--- config.mk ---
export PLATFORM = sky130hd
export DESIGN_NAME = irq_halt_ctrl
export DESIGN_NICKNAME = d
export VERILOG_FILES = /design/src/rtl/irqh_pkg.sv /design/src/rtl/irqh_decode.sv /design/src/rtl/irqh_state.sv /design/src/rtl/irqh_reset_vals.sv /design/src/rtl/irq_halt_ctrl.sv
export SDC_FILE = /design/constraint.sdc
export NUM_CORES = 1
export LEC_CHECK = 0
export BUFFER_PORTS_ARGS = -buffer_cell sky130_fd_sc_hd__clkbuf_2
export CORE_UTILIZATION = 35
export DETAILED_ROUTE_END_ITERATION = 8
export GPL_ROUTABILITY_DRIVEN = 0
export GPL_TIMING_DRIVEN = 0
export PLACE_DENSITY = 0.81
export SLEW_MARGIN = 15
export SYNTH_ARGS = -nofsm -noshare
export SYNTH_HDL_FRONTEND = slang
export SYNTH_HIERARCHICAL = 1
export SYNTH_SLANG_ARGS = --single-unit
--- constraint.sdc ---
create_clock -name clk -period 1.8 [get_ports clk]
set_clock_uncertainty 0.15 [all_clocks]
set_input_delay 0.18 -clock clk [delete_from_list [all_inputs] [get_ports clk]]
set_output_delay 0.18 -clock clk [all_outputs]
set_load 0.1 [all_outputs]
--- src/rtl/irqh_pkg.sv ---
// Shared types and opcode constants for the interrupt-enable / halt controller.
// Assumes an 8-bit opcode space.
package irqh_pkg;

    typedef enum logic [2:0] {
        CLS_OTHER,
        CLS_DI,
        CLS_EI,
        CLS_RETI,
        CLS_HALT,
        CLS_STOP,
        CLS_BAD
    } op_class_e;

    localparam int OPC_W = 8;

    localparam logic [OPC_W-1:0] OPC_DI   = 8'hF3;
    localparam logic [OPC_W-1:0] OPC_EI   = 8'hFB;
    localparam logic [OPC_W-1:0] OPC_RETI = 8'hD9;
    localparam logic [OPC_W-1:0] OPC_HALT = 8'h76;
    localparam logic [OPC_W-1:0] OPC_STOP = 8'h10;

    localparam int NUM_BAD = 11;
    localparam logic [OPC_W-1:0] BAD_OPS [NUM_BAD] = '{
        8'hFD, 8'hFC, 8'hF4, 8'hED, 8'hEC, 8'hEB,
        8'hE4, 8'hE3, 8'hDD, 8'hDB, 8'hD3
    };

endpackage

--- src/rtl/irqh_decode.sv ---
// Classifies an opcode into the groups this controller acts on.
// Purely combinational; the undefined-opcode match is one comparator per list entry.
module irqh_decode
    import irqh_pkg::*;
(
    input  logic [OPC_W-1:0] op_code,
    output op_class_e        op_class
);

    logic [NUM_BAD-1:0] bad_hit;

    // One equality comparator per undefined opcode
    for (genvar i = 0; i < NUM_BAD; i++) begin : g_bad
        assign bad_hit[i] = (op_code == BAD_OPS[i]);
    end

    // Map the opcode onto its class
    always_comb begin
        if (|bad_hit)                  op_class = CLS_BAD;
        else if (op_code == OPC_DI)    op_class = CLS_DI;
        else if (op_code == OPC_EI)    op_class = CLS_EI;
        else if (op_code == OPC_RETI)  op_class = CLS_RETI;
        else if (op_code == OPC_HALT)  op_class = CLS_HALT;
        else if (op_code == OPC_STOP)  op_class = CLS_STOP;
        else                           op_class = CLS_OTHER;
    end

endmodule

--- src/rtl/irqh_state.sv ---
// Holds the interrupt-enable bit, the halted state and the sticky trap.
// Assumes `exec` is only high on a tick in which the core is issuing.
module irqh_state
    import irqh_pkg::*;
(
    input  logic      clk,
    input  logic      rst_n,
    input  logic      exec,
    input  op_class_e op_class,
    input  logic      irq_pending,
    output logic      ime,
    output logic      halted,
    output logic      trap
);

    // Interrupt-enable latch: set by EI / RETI, cleared by DI
    always_ff @(posedge clk) begin
        if (!rst_n)
            ime <= 1'b0;
        else if (exec && op_class == CLS_DI)
            ime <= 1'b0;
        else if (exec && (op_class == CLS_EI || op_class == CLS_RETI))
            ime <= 1'b1;
    end

    // Halt state: entered by HALT, left on any pending interrupt
    always_ff @(posedge clk) begin
        if (!rst_n)
            halted <= 1'b0;
        else if (halted && irq_pending)
            halted <= 1'b0;
        else if (exec && op_class == CLS_HALT)
            halted <= 1'b1;
    end

    // Trap: set by an undefined opcode, held until reset
    always_ff @(posedge clk) begin
        if (!rst_n)
            trap <= 1'b0;
        else if (exec && op_class == CLS_BAD)
            trap <= 1'b1;
    end

    a_r3_di_clears: assert property (@(posedge clk) disable iff (!rst_n)
        exec && op_class == CLS_DI |=> !ime);
    a_r4_ei_sets: assert property (@(posedge clk) disable iff (!rst_n)
        exec && op_class == CLS_EI |=> ime);
    a_r5_reti_sets: assert property (@(posedge clk) disable iff (!rst_n)
        exec && op_class == CLS_RETI |=> ime);
    a_r6_halt_enters: assert property (@(posedge clk) disable iff (!rst_n)
        exec && op_class == CLS_HALT |=> halted);
    a_r7_wake: assert property (@(posedge clk) disable iff (!rst_n)
        halted && irq_pending |=> !halted);
    a_r8_stop_quiet: assert property (@(posedge clk) disable iff (!rst_n)
        exec && op_class == CLS_STOP |=> $stable(ime) && $stable(halted));
    a_r9_trap_sticky: assert property (@(posedge clk) disable iff (!rst_n)
        trap |=> trap);

endmodule

--- src/rtl/irqh_reset_vals.sv ---
// Drives the constant register values the core loads when execution starts.
// All values are parameters; no state.
module irqh_reset_vals #(
    parameter int              RW      = 16,
    parameter logic [RW-1:0]   PC_VAL  = 16'h0100,
    parameter logic [RW-1:0]   SP_VAL  = 16'hFFFE,
    parameter logic [RW-1:0]   AF_VAL  = 16'h01B0,
    parameter logic [RW-1:0]   BC_VAL  = 16'h0013,
    parameter logic [RW-1:0]   DE_VAL  = 16'h00D8,
    parameter logic [RW-1:0]   HL_VAL  = 16'h014D
) (
    output logic [RW-1:0] pc_init,
    output logic [RW-1:0] sp_init,
    output logic [RW-1:0] af_init,
    output logic [RW-1:0] bc_init,
    output logic [RW-1:0] de_init,
    output logic [RW-1:0] hl_init
);

    // Tie each output to its parameter
    assign pc_init = PC_VAL;
    assign sp_init = SP_VAL;
    assign af_init = AF_VAL;
    assign bc_init = BC_VAL;
    assign de_init = DE_VAL;
    assign hl_init = HL_VAL;

endmodule

--- src/rtl/irq_halt_ctrl.sv ---
// Interrupt-enable and halt controller top. It gates instruction issue,
// reports cycle counts for the opcodes it owns and idle ticks, and exports
// the start-up register values. One clock equals one core tick.
module irq_halt_ctrl
    import irqh_pkg::*;
#(
    parameter int CYC_W    = 3,
    parameter int CYC_LONG = 4,
    parameter int CYC_ONE  = 1,
    parameter int RW       = 16
) (
    input  logic             clk,
    input  logic             rst_n,
    input  logic             op_valid,
    input  logic [OPC_W-1:0] op_code,
    input  logic             irq_pending,
    output logic             issue,
    output logic             ret_pop,
    output logic [CYC_W-1:0] tick_cycles,
    output logic             ime,
    output logic             halted,
    output logic             trap,
    output logic [RW-1:0]    pc_init,
    output logic [RW-1:0]    sp_init,
    output logic [RW-1:0]    af_init,
    output logic [RW-1:0]    bc_init,
    output logic [RW-1:0]    de_init,
    output logic [RW-1:0]    hl_init
);

    localparam logic [CYC_W-1:0] C_LONG = CYC_W'(CYC_LONG);
    localparam logic [CYC_W-1:0] C_ONE  = CYC_W'(CYC_ONE);

    op_class_e op_class;
    logic      exec;

    irqh_decode u_decode (
        .op_code  (op_code),
        .op_class (op_class)
    );

    irqh_state u_state (
        .clk         (clk),
        .rst_n       (rst_n),
        .exec        (exec),
        .op_class    (op_class),
        .irq_pending (irq_pending),
        .ime         (ime),
        .halted      (halted),
        .trap        (trap)
    );

    irqh_reset_vals #(.RW(RW)) u_rstv (
        .pc_init (pc_init),
        .sp_init (sp_init),
        .af_init (af_init),
        .bc_init (bc_init),
        .de_init (de_init),
        .hl_init (hl_init)
    );

    // Issue gate and executed-opcode strobe
    assign issue   = !halted && !trap;
    assign exec    = issue && op_valid;
    assign ret_pop = exec && (op_class == CLS_RETI);

    // Cycle count for this tick
    always_comb begin
        tick_cycles = '0;
        if (trap)
            tick_cycles = '0;
        else if (halted)
            tick_cycles = C_ONE;
        else if (op_valid) begin
            case (op_class)
                CLS_DI, CLS_EI, CLS_RETI: tick_cycles = C_LONG;
                CLS_HALT, CLS_STOP:       tick_cycles = C_ONE;
                default:                  tick_cycles = '0;
            endcase
        end
    end

    a_r9_trap_blocks: assert property (@(posedge clk) disable iff (!rst_n)
        $rose(trap) |-> !issue && !ret_pop);
    a_r6_halt_no_state: assert property (@(posedge clk) disable iff (!rst_n)
        halted && !irq_pending |=> $stable(ime) && halted && !trap);

endmodule

# After elaboration in Yosys (flattened, before gate mapping)

Cells that the tools add are included.

Reductions and logical operators: 16
Bitwise operators: 1
Equal/unequal tests: 22
Multiplexer cells: 10

Operator list:

| cell               | number |
|---|---|
| $eq 8x8->1 const B | 14 |
| $mux 3             | 9 |
| $reduce_or 11->1   | 1 |
| $eq 3x3->1 const B | 3 |
| $eq 8x5->1 const B | 1 |
| $eq 8x7->1 const B | 1 |
| $logic_and 1x1->1  | 8 |
| $eq 3x2->1 const B | 2 |
| $pmux 3 s2         | 1 |
| $reduce_or 2->1    | 3 |
| $eq 3x1->1 const B | 1 |
| $reduce_or 3->1    | 1 |
| $logic_not 1->1    | 2 |
| $logic_or 1x1->1   | 1 |
| $not 1->1          | 1 |

Word-level logic and storage cells: 52
Flip-flop bits (word level): 3
Input bits: 12

# Longest topological paths before layout

Gate-level depths: netlist of run 1.

Word-level depth: 13
Gate-level depth with buffers: 5
Gate-level depth less buffers: 5

# By module

Netlist of run 1, hierarchy kept.

By module, submodules not included:

| module          | cells each | area each (sq um) | instances | seq. area each (sq um) |
|---|---|---|---|---|
| irqh_reset_vals | 98         | 728.2             | 1         | 0.0 |
| irqh_decode     | 23         | 152.6             | 1         | 0.0 |
| irqh_state      | 14         | 123.9             | 1         | 60.1 |
| irq_halt_ctrl   | 10         | 66.3              | 1         | 0.0 |

# Least setup slack after synthesis of run 1

OpenSTA, ideal clock, no wires.

Kind: register to register
From: reg u_state.halted
To: reg u_state.ime
Stages on the path, launching flop included: 5
Buffers on the path: 0
Arrival time: 2668 ps
Clock period less this slack: 2911 ps
Setup slack: -1111 ps
Data required time: 1558 ps
Setup time: 92 ps
Cells stage by stage: dfxtp_1 -> nor2_1 -> and2_1 -> inv_1 -> o32ai_1

Longest elaborated chain between the ends: 5
Elaborated cells on any way between the ends: 6
Those cells by class: reduce/logical (6)

RTL lines:

| item                      | RTL line            | RTL |
|---|---|---|
| start, declared           | irqh_state.sv:12    | `output logic halted,` |
| start signal, assigned    | irqh_state.sv:29    | `halted <= 1'b0;` |
| start signal, assigned    | irqh_state.sv:31    | `halted <= 1'b0;` |
| start signal, assigned    | irqh_state.sv:33    | `halted <= 1'b1;` |
| $logic_not 1->1 *         | irq_halt_ctrl.sv:63 | `assign issue = !halted && !trap;` |
| $logic_and 1x1->1 *       | irq_halt_ctrl.sv:63 |  |
| named net issue           | irq_halt_ctrl.sv:17 | `output logic issue,` |
| $logic_and 1x1->1 *       | irq_halt_ctrl.sv:64 | `assign exec = issue && op_valid;` |
| named net exec            | irq_halt_ctrl.sv:35 | `logic exec;` |
| $logic_and 1x1->1         | irqh_state.sv:20    | `else if (exec && op_class == CLS_DI)` |
| $reduce_or 2->1 (no line) | n/a                 |  |
| end signal, assigned      | irqh_state.sv:19    | `ime <= 1'b0;` |
| end signal, assigned      | irqh_state.sv:21    | `ime <= 1'b0;` |
| end signal, assigned      | irqh_state.sv:23    | `ime <= 1'b1;` |
| end, declared             | irqh_state.sv:11    | `output logic ime,` |

Mark *: on every way through the listed nets, which the timed path passes. The rest lies on a longest branch.
A chain may end at the register's enable or synchronous reset.

# Worst setup path in the final report of run 1

From: in op_code[7]
To: out ret_pop

Longest elaborated chain between the ends: 9
Elaborated cells on any way between the ends: 25
Those cells by class: eq/ne (17); mux (6); reduce/logical (2)

RTL lines:

| item                  | RTL line            | RTL |
|---|---|---|
| start, declared       | irq_halt_ctrl.sv:15 | `input logic [OPC_W-1:0] op_code,` |
| $eq 8x5->1            | irqh_decode.sv:24   | `else if (op_code == OPC_STOP) op_class = CLS_STOP;` |
| $mux 3                | irqh_decode.sv:24   |  |
| $mux 3                | irqh_decode.sv:23   | `else if (op_code == OPC_HALT) op_class = CLS_HALT;` |
| $mux 3                | irqh_decode.sv:22   | `else if (op_code == OPC_RETI) op_class = CLS_RETI;` |
| $mux 3                | irqh_decode.sv:21   | `else if (op_code == OPC_EI) op_class = CLS_EI;` |
| $mux 3                | irqh_decode.sv:20   | `else if (op_code == OPC_DI) op_class = CLS_DI;` |
| $mux 3 *              | irqh_decode.sv:19   | `if (\|bad_hit) op_class = CLS_BAD;` |
| named net op_class[0] | irq_halt_ctrl.sv:34 | `op_class_e op_class;` |
| $eq 3x2->1 *          | irq_halt_ctrl.sv:65 | `assign ret_pop = exec && (op_class == CLS_RETI);` |
| $logic_and 1x1->1 *   | irq_halt_ctrl.sv:65 |  |
| end, declared         | irq_halt_ctrl.sv:18 | `output logic ret_pop,` |

Marks and branches as above.

==> results by group, run 1 <==
Outcome
  – Status: finished, violations left
  – Failing checks: design-rule violations, negative setup slack

STA
  – Slew at the pin with the worst max-slew slack: 544 ps
  – Peak Freq: 485 MHz
  – Max-slew violations: 0
  – Slew headroom: 0.639
  – Final Setup Violations: 2
  – Hold Vio Cnt, Final: 0
  – RSZ-0062 raised after global routing: true
  – Fin worst setup slack: -262 ps
  – Tmin final: 2060 ps
  – Tcrit/Tclk final: 1.15

Floorplanning
  – Die X: 57.3 µm
  – Initial Utilization: 0.379
  – FP Rows: 19
  – Total core area: 0.00283 mm²
  – Die area: 0.00329 mm²
  – Top Ports: 116
  – Chip Height: 57.3 µm

Synthesis
  – Yosys warns: 6
  – Simple logic cell fraction of the synthesized area: 0.160
  – Mux share of post-synthesis cell area: 0
  – Xor/xnor share of the synthesized area: 0.00818
  – Seq/Total Area, Yosys: 0.0561
  – Synthesis-stage register bit count: 3
  – Post-Syn Area: 0.00107 mm²
  – Avg Inst Size Synth: 7.39 µm²
  – Post-synthesis adder-cell area fraction: 0
  – Post-Syn Instances: 145
  – Main combinational cell family by area after synthesis: buffers and inverters
  – Count of cell types in the netlist: 33
  – Top post-synthesis cells by area: buf_4 (68%), dfxtp_1 (5.6%), nand2_1 (2.1%)
  – Compound-Gate Fraction of Synth Area: 0.0748
  – Top cell type's share of synthesized area: 0.680
  – Cell taking the most area after synthesis: buf_4

Final layout
  – Nets: 276
  – Register area: 62.6 µm²
  – Antenna diodes: 0
  – Final Cell Area: 0.00178 mm²
  – Area grow syn2layout: 65.9%
  – Final core utilization: 0.628
  – Layout cells sized above 1: 0.510
  – Filler Cells Inserted: 233
  – Multi-input logic area: 698 µm²

Routing
  – Routed via count: 955
  – DR pass1 iterations: 6
  – Final ANT Viol Nets: 0
  – Avg WL per Cell: 7.40 µm
  – Average vias per placed instance: 3.25
  – Drt initial violations: 37
  – Drt drc: 16
  – WL final: 2180 µm

CTS
  – H-tree Lvls: 1
  – Clk buf depth: 2
  – Reg clk slew, reported paths: 40 ps
  – Clock Latency Late Sink: 230 ps
  – Number of CTS-inserted buffers: 3
  – Clk sinks: 3
  – CTS tree: yes
  – CTS root buf: clkbuf_4

Min path
  – Hold path start: rst_n
  – HP Class: input pin to flop

Power and ir drop
  – Reg power frac: 0.051
  – Pwr per Cell Area: 755 mW/mm²
  – Max rail drop VDD: 0.475 mV
  – Leakage: 0.00107 µW
  – Pint: 340 µW
  – Combinational share of power: 0.859
  – Sw frac: 0.747
  – Switching power: 1000 µW
  – Clk pwr share: 0.089

GRT
  – Vias in the first global route: 791
  – Initial antenna violation count: 0
  – Gr ovfl total: 0
  – Gr usage total: 0.121
  – Largest net degree at the start of global routing: 8
  – First-pass GRT wire length: 3130 µm

Worst setup path
  – Critical path fanouts, max: 4
  – Required time of the worst setup path: 1470 ps
  – Crit end category: output port
  – Startpoint class of the critical path: input pin
  – Origin of the worst setup path: op_code[7]
  – Critical Path AT: 1730 ps
  – Worst r2r src: u_state/trap
  – CP Class: input pin to output port

Placed design
  – Count of input and output buffers: 18
  – DP Area: 0.00160 mm²
  – Pre-CTS WS: -526 ps
  – Hpwl dp: 1710 µm

Run
  – MaxCap Viol Count: 0
## power groups by stage
stage	logic, µW	registers [µW]	clock network, µW
2_1_floorplan	1080	76.0	0
3_3_place_gp	1110	69.8	0
3_5_place_dp	1110	69.9	0
4_1_cts	1130	68.8	125
5_1_grt	1180	68.7	135
6_report	1150	68.8	120
## flip-flops by register name, summed over array words and instances (netlist names)
signal          flops
u_state/ime         1
u_state/trap        1
u_state/halted      1
## synth_stat cells
library cell / n
nand3_1: 2
o211ai_1: 1
conb_1: 3
nor4b_2: 1
nand2_1: 6
buf_4: 97
nor2_1: 1
dfxtp_1: 3
and4_1: 1
nor3_1: 2
or3b_1: 1
or4_1: 1
and3b_2: 1
and2_1: 1
a21o_2: 1
and3_1: 1
xor2_1: 1
nand2b_1: 1
o21a_1: 1
or2b_1: 1
nand3b_1: 2
o21bai_1: 1
or2_1: 1
o22ai_1: 1
nand4_1: 1
a21oi_1: 1
and3b_1: 1
inv_1: 3
o32ai_1: 1
a2111oi_1: 1
nor4_1: 2
a32oi_1: 1
o21ai_0: 2
## what timing repair did
action / 4_1_cts / 5_1_grt
endpoints found under the setup margin: 3 / 3
hold buffers: 1 / 0
gates resized for setup: 20 / 7
buffers inserted: 1 / 0
pin swaps: 4 / 2
gates cloned: 0 / 0
endpoints found under the hold margin: 1 / 0
## metal layers
layer	global-route usage	up-vias	part of all wire
li1	-	513	-
met1	0.102	374	0.31
met2	0.254	64	0.56
met3	0.0249	4	0.11
met4	0.0697	0	0.013
met5	0	-	0
## critical path: stages
cell and delay, ps:
buf_8 100, or4_4 550, a2111oi_4 300, or2_1 210, and3_4 210, clkbuf_16 190
## placed cells by master (no fill, tap or decap), types with 2 or more instances in the layout
master / n
nand2_1: 6
buf_4: 100
nor3_1: 2
dfxtp_2: 2
inv_1: 3
nand3_1: 2
clkbuf_2: 9
clkbuf_16: 3
clkbuf_4: 3
conb_1: 97
buf_8: 3
nand3b_1: 2
## cell type report
cell class	count	share of cell area
multi-input cells	136	0.393
well taps	31	0.0218
repair buffers	20	0.119
flip-flops and latches	3	0.0352
clock buffers	4	0.0148
inverters	3	0.00634
plain buffers	97	0.410
## kinds of logic (layout without fill, tap and decap cells)
logic type      Yosys count  in the layout
buf+inv                 100            124
simple gates             27             27
compound gates           11             11
other cells               3             97
flops                     3              3
xor+xnor                  1              1
## metrics by stage
| stage | hold WS (ps) | instances | power (µW) | setup TNS, ps |
|---|---|---|---|---|
| 2_1_floorplan | 117 | 239 | 1150 | -172 |
| 3_3_place_gp | 208 | 288 | 1180 | -1410 |
| 3_5_place_dp | 227 | 288 | 1180 | -1540 |
| 4_1_cts | 64.0 | 294 | 1330 | -440 |
| 5_1_grt | 85.0 | 294 | 1380 | -595 |
| 6_report | 95.1 | 294 | 1340 | -455 |
## path summary, 6_finish.rpt
path,to,slack (ps),cells past startpoint
worst min-delay path,u_state/trap,100,3
worst min register to register,u_state/ime,320,2
worst max register to register,u_state/halted,550,4
worst max-delay path,ret_pop,-260,6
No activity file was read; power rests on OpenSTA's default activity.
==> run 2: changes to the inputs <==
CELL_PAD_IN_SITES_DETAIL_PLACEMENT = 0   (was default)
CELL_PAD_IN_SITES_GLOBAL_PLACEMENT = 1   (was default)
CORE_UTILIZATION = 22   (was 35)
PLACE_DENSITY = default   (was 0.81)
PLACE_DENSITY_LB_ADDON = 0.1   (was default)
==> run 2 against run 1 <==
  * The flow finishes with violations (negative setup slack)
  * Total power is 5.5% higher
  * Design area is 4.4% higher
  * Fmax is 0.58% higher
  * Combinational power hardly changed
  * Die area is 57% higher
  * Largest cell class unchanged
==> results by group, run 2 (synthesis gave the netlist of run 1 again) <==
Outcome
  – Status: finished, violations left
  – Failing checks: negative setup slack

Routing
  – Top Layer Used: met3
  – M1 wire length: 760 µm
  – Routed via count: 940
  – WL final: 1930 µm
  – Drt drc: 0
  – Final ANT Viol Nets: 0
  – DR pass1 iterations: 4
  – DR WL met2: 940 µm
  – Drt initial violations: 22
  – Avg WL per Cell: 5.99 µm
  – Average vias per placed instance: 2.92
  – Met3 WL post-DR: 230 µm

Placed design
  – Hpwl dp: 1650 µm
  – Count of input and output buffers: 18
  – Pre-CTS WS: -584 ps
  – Dpl cells: 311

GRT
  – Largest net degree at the start of global routing: 8
  – Gr usage total: 0.0666
  – First-pass GRT wire length: 2820 µm
  – Gr ovfl total: 0
  – Vias in the first global route: 656
  – Initial antenna violation count: 0

CTS
  – CTS root buf: clkbuf_8
  – CTS tree: yes
  – Number of CTS-inserted buffers: 3
  – Clk buf depth: 2
  – H-tree Lvls: 1
  – Reg clk slew, reported paths: 30 ps
  – Clock Latency Late Sink: 210 ps
  – Clk sinks: 3

STA
  – Slew headroom: 0.639
  – Hold Vio Cnt, Final: 0
  – Tcrit/Tclk final: 1.14
  – Fin worst setup slack: -250 ps
  – RSZ-0062 raised after global routing: true
  – Slew at the pin with the worst max-slew slack: 544 ps
  – Max-slew violations: 0
  – Final TNS setup: -485 ps
  – Peak Freq: 488 MHz
  – Final Setup Violations: 4
  – Tmin final: 2050 ps

Worst setup path
  – Critical path fanouts, max: 7
  – Crit end category: output port
  – Startpoint class of the critical path: input pin
  – CP Class: input pin to output port
  – Critical Path AT: 1720 ps
  – Required time of the worst setup path: 1470 ps
  – Flop-to-flop setup slack: 650 ps

Floorplanning
  – Total core area: 0.00469 mm²
  – Chip Height: 71.8 µm
  – FP Rows: 25
  – Die X: 71.8 µm
  – Die area: 0.00515 mm²
  – Initial Utilization: 0.228
  – Top Ports: 116

Power and ir drop
  – Pint: 409 µW
  – Reg power frac: 0.049
  – Combinational share of power: 0.813
  – Leakage: 0.00110 µW
  – Clk pwr share: 0.138
  – Pwr per Cell Area: 763 mW/mm²
  – Total power: 1410 µW
  – Sw frac: 0.711
  – Switching power: 1010 µW
  – Max rail drop VDD: 0.268 mV

Final layout
  – Antenna diodes: 0
  – Biggest regs: u_state/halted (1), u_state/ime (1), u_state/trap (1)
  – Final non-filler cell total: 322
  – Final core utilization: 0.395
  – Commonest non-fill, non-tap cell in the layout: buf_4
  – Most frequent cells in the layout: buf_4 (105), conb_1 (97), clkbuf_2 (11)
  – Nets: 281
  – Layout cells sized above 1: 0.522
  – Filler Cells Inserted: 494
  – Area grow syn2layout: 73.1%

Run
  – MaxCap Viol Count: 0

Min path
  – HP Class: input pin to flop
## run 2: changes by cell type in the layout (fill, tap and decap cells not counted), sizes merged
cell | previous run | this run
buf | 103 | 107
clkbuf | 17 | 18
## run 2: per-layer routing
| layer | vias up | track usage |
|---|---|---|
| li1 | 526 | - |
| met1 | 353 | 0.0785 |
| met2 | 61 | 0.117 |
| met3 | 0 | 0.00985 |
| met4 | 0 | 0.0327 |
| met5 | - | 0 |
## run 2: repair_timing
action                                  CTS  global route
hold endpoints to repair                  1             0
endpoints found under the setup margin    3             6
setup buffers                             4             3
hold buffers                              1             0
resized for setup                        15            11
pin swaps                                 8             9
gates cloned                              0             0
## run 2: final cells by class
cell class	instances	area (µm²)	area share
well taps	54	67.6	0.0364
repair buffers	25	230	0.124
flip-flops and latches	3	62.6	0.0337
plain buffers	97	728	0.393
multi-input cells	136	709	0.383
inverters	3	11.3	0.00607
clock buffers	4	45.0	0.0243
## run 2: worst paths after layout
check	from	end	depth (start not counted)
worst max register to register	u_state/trap	u_state/ime	4
worst max-delay path	op_code[0]	ret_pop	6
worst min-delay path	rst_n	u_state/trap	3
worst min register to register	u_state/ime	u_state/ime	2
## run 2: power by group through the flow
stage	registers (µW)	clock network (µW)	logic [µW]
final	68.9	196	1150
after global routing	69.0	208	1180
after CTS	68.9	202	1130
after detailed placement	69.8	0	1110
after global placement	69.9	0	1110
after floorplan	76.0	0	1080
## run 2: worst max-delay path, stage by stage
cell and delay (ps):
buf_8 110, or4_4 540, a2111oi_4 340, or2_4 180, and3_4 180, clkbuf_16 190
## run 2: through the flow
step,hold slack [ps],area [µm²]
finish,88.3,1850
global route,108,1850
CTS,81.5,1800
detailed placement,209,1630
global placement,212,1630
floorplan,117,1470
==> run 3: changes to the inputs <==
BUFFER_PORTS_ARGS = default   (was -buffer_cell sky130_fd_sc_hd__clkbuf_2)
CORE_UTILIZATION = 39   (was 22)
DONT_BUFFER_PORTS = 1   (was default)
PLACE_DENSITY = 0.91   (was default)
PLACE_DENSITY_LB_ADDON = default   (was 0.1)
clock period = 2.19 ns   (was 1.8 ns; I/O delays follow)
==> run 3 against run 2 <==
  * Wire length decreased by 6.0%
  * Design area is 17% lower
  * Critical endpoint is now tick_cycles[0]
  * The flow now finishes without violations
  * Largest cell class unchanged
  * Global-route usage up 3.6 points
==> results by group, run 3 (synthesis gave the netlist of run 1 again) <==
Outcome
  – Status: complete, no violations

Floorplanning
  – Die area: 0.00296 mm²
  – Initial Utilization: 0.421
  – Die X: 54.4 µm
  – FP Rows: 18
  – Total core area: 0.00254 mm²
  – Top Ports: 116
  – Chip Height: 54.4 µm

STA
  – Hold Vio Cnt, Final: 0
  – Final Setup Violations: 0
  – RSZ-0062 raised after global routing: true
  – Slew at the pin with the worst max-slew slack: 979 ps
  – Final TNS setup: 0 ps
  – Slew headroom: 0.346
  – Max-slew violations: 0
  – Tcrit/Tclk final: 0.966
  – Tmin final: 2120 ps
  – Peak Freq: 473 MHz

Routing
  – Routed via count: 870
  – WL final: 1810 µm
  – DR pass1 iterations: 4
  – Average vias per placed instance: 3.16
  – Final ANT Viol Nets: 0
  – Avg WL per Cell: 6.60 µm
  – Drt drc: 0
  – Drt initial violations: 3

Power and ir drop
  – Leakage: 0.000949 µW
  – Max rail drop VDD: 0.488 mV
  – Pwr per Cell Area: 685 mW/mm²

CTS
  – Reg clk slew, reported paths: 40 ps
  – H-tree Lvls: 1
  – Clk sinks: 3
  – Number of CTS-inserted buffers: 3
  – Clock Latency Late Sink: 230 ps
  – Number of post-CTS setup repair buffers: 0
  – CTS root buf: clkbuf_4
  – Clk buf depth: 2
  – CTS tree: yes

Final layout
  – Antenna diodes: 0
  – Final core utilization: 0.606
  – Nets: 258
  – Area grow syn2layout: 43.9%
  – Final Cell Area: 0.00154 mm²
  – Biggest regs: u_state/halted (1), u_state/ime (1), u_state/trap (1)
  – Final non-filler cell total: 275
  – Layout cells sized above 1: 0.445
  – Most frequent cells in the layout: buf_4 (97), conb_1 (97), nand2_1 (6)

Run
  – MaxCap Viol Count: 0

Placed design
  – Hpwl dp: 1570 µm
  – Count of input and output buffers: 0
  – Dpl cells: 269
  – DP Area: 0.00148 mm²

Worst setup path
  – Required time of the worst setup path: 1820 ps
  – Critical Path AT: 1750 ps
  – Crit end category: output port
  – Worst r2r src: u_state/trap
  – Flop-to-flop setup slack: 270 ps
  – Startpoint class of the critical path: flop
  – R2r endpoint: u_state/ime
  – CP Class: flop to output port
  – R2R depth: 4
  – Critical path fanouts, max: 6

GRT
  – Vias in the first global route: 592
  – Gr usage total: 0.102
  – Largest net degree at the start of global routing: 8
  – First-pass GRT wire length: 2260 µm
  – Initial antenna violation count: 0
  – Gr ovfl total: 0

Min path
  – Hold path start: rst_n
  – Cell depth of the worst hold path: 2
  – HP Class: input pin to flop
  – Worst hold endpoint: u_state/ime
## run 3: report_power, final
part           internal [µW]  total, µW  switching [µW]
Combinational            133        898             765
Sequential              55.7       61.9            6.18
Clock                   68.2       95.6            27.4
Total                    257       1060             799
## run 3: layout make-up
class / count / area [µm²]
fillers: 263 / 1000
plain buffers: 97 / 728
multi-input cells: 136 / 656
flip-flops and latches: 3 / 62.6
well taps: 30 / 37.5
clock buffers: 4 / 26.3
repair buffers: 2 / 20.0
inverters: 3 / 11.3
## run 3: per-stage QoR
| stage | setup slack, ps | hold WS, ps | total power (µW) |
|---|---|---|---|
| final | 74.2 | 15.3 | 1060 |
| after global placement | -82.9 | 172 | 948 |
| after global routing | -17.4 | 13.0 | 1090 |
| after CTS | 51.3 | 1.73 | 1050 |
| after detailed placement | -94.0 | 173 | 948 |
| after floorplan | -29.4 | 163 | 946 |
## run 3: critical path, stage by stage, from the launching register on
cell and delay [ps]:
dfxtp_2 720, inv_1 170, a21oi_4 620
## run 3: layer usage
layer | wire [µm] | GRT usage | vias up
li1 | - | - | 476
met1 | 558 | 0.104 | 318
met2 | 988 | 0.201 | 74
met3 | 263 | 0.00833 | 2
met4 | 3 | 0.0556 | 0
met5 | 0 | 0 | -
## run 3: worst max-delay path by stage
stage                         startpoint             end  slack, ps  cells past startpoint
after floorplan           u_state/halted  tick_cycles[0]        -30                      2
after global placement      u_state/trap     u_state/ime        -80                      4
after detailed placement  u_state/halted  tick_cycles[0]        -90                      2
after CTS                     op_code[2]  tick_cycles[0]         50                      5
after global routing          op_code[0]  tick_cycles[0]        -20                      5
final                     u_state/halted  tick_cycles[0]         70                      2
## run 3: timing repair
item	CTS	global route
resized for setup	4	1
pin swaps	0	1
hold buffers	2	0
cloned	0	0
endpoints found under the setup margin	6	3
endpoints found under the hold margin	2	0
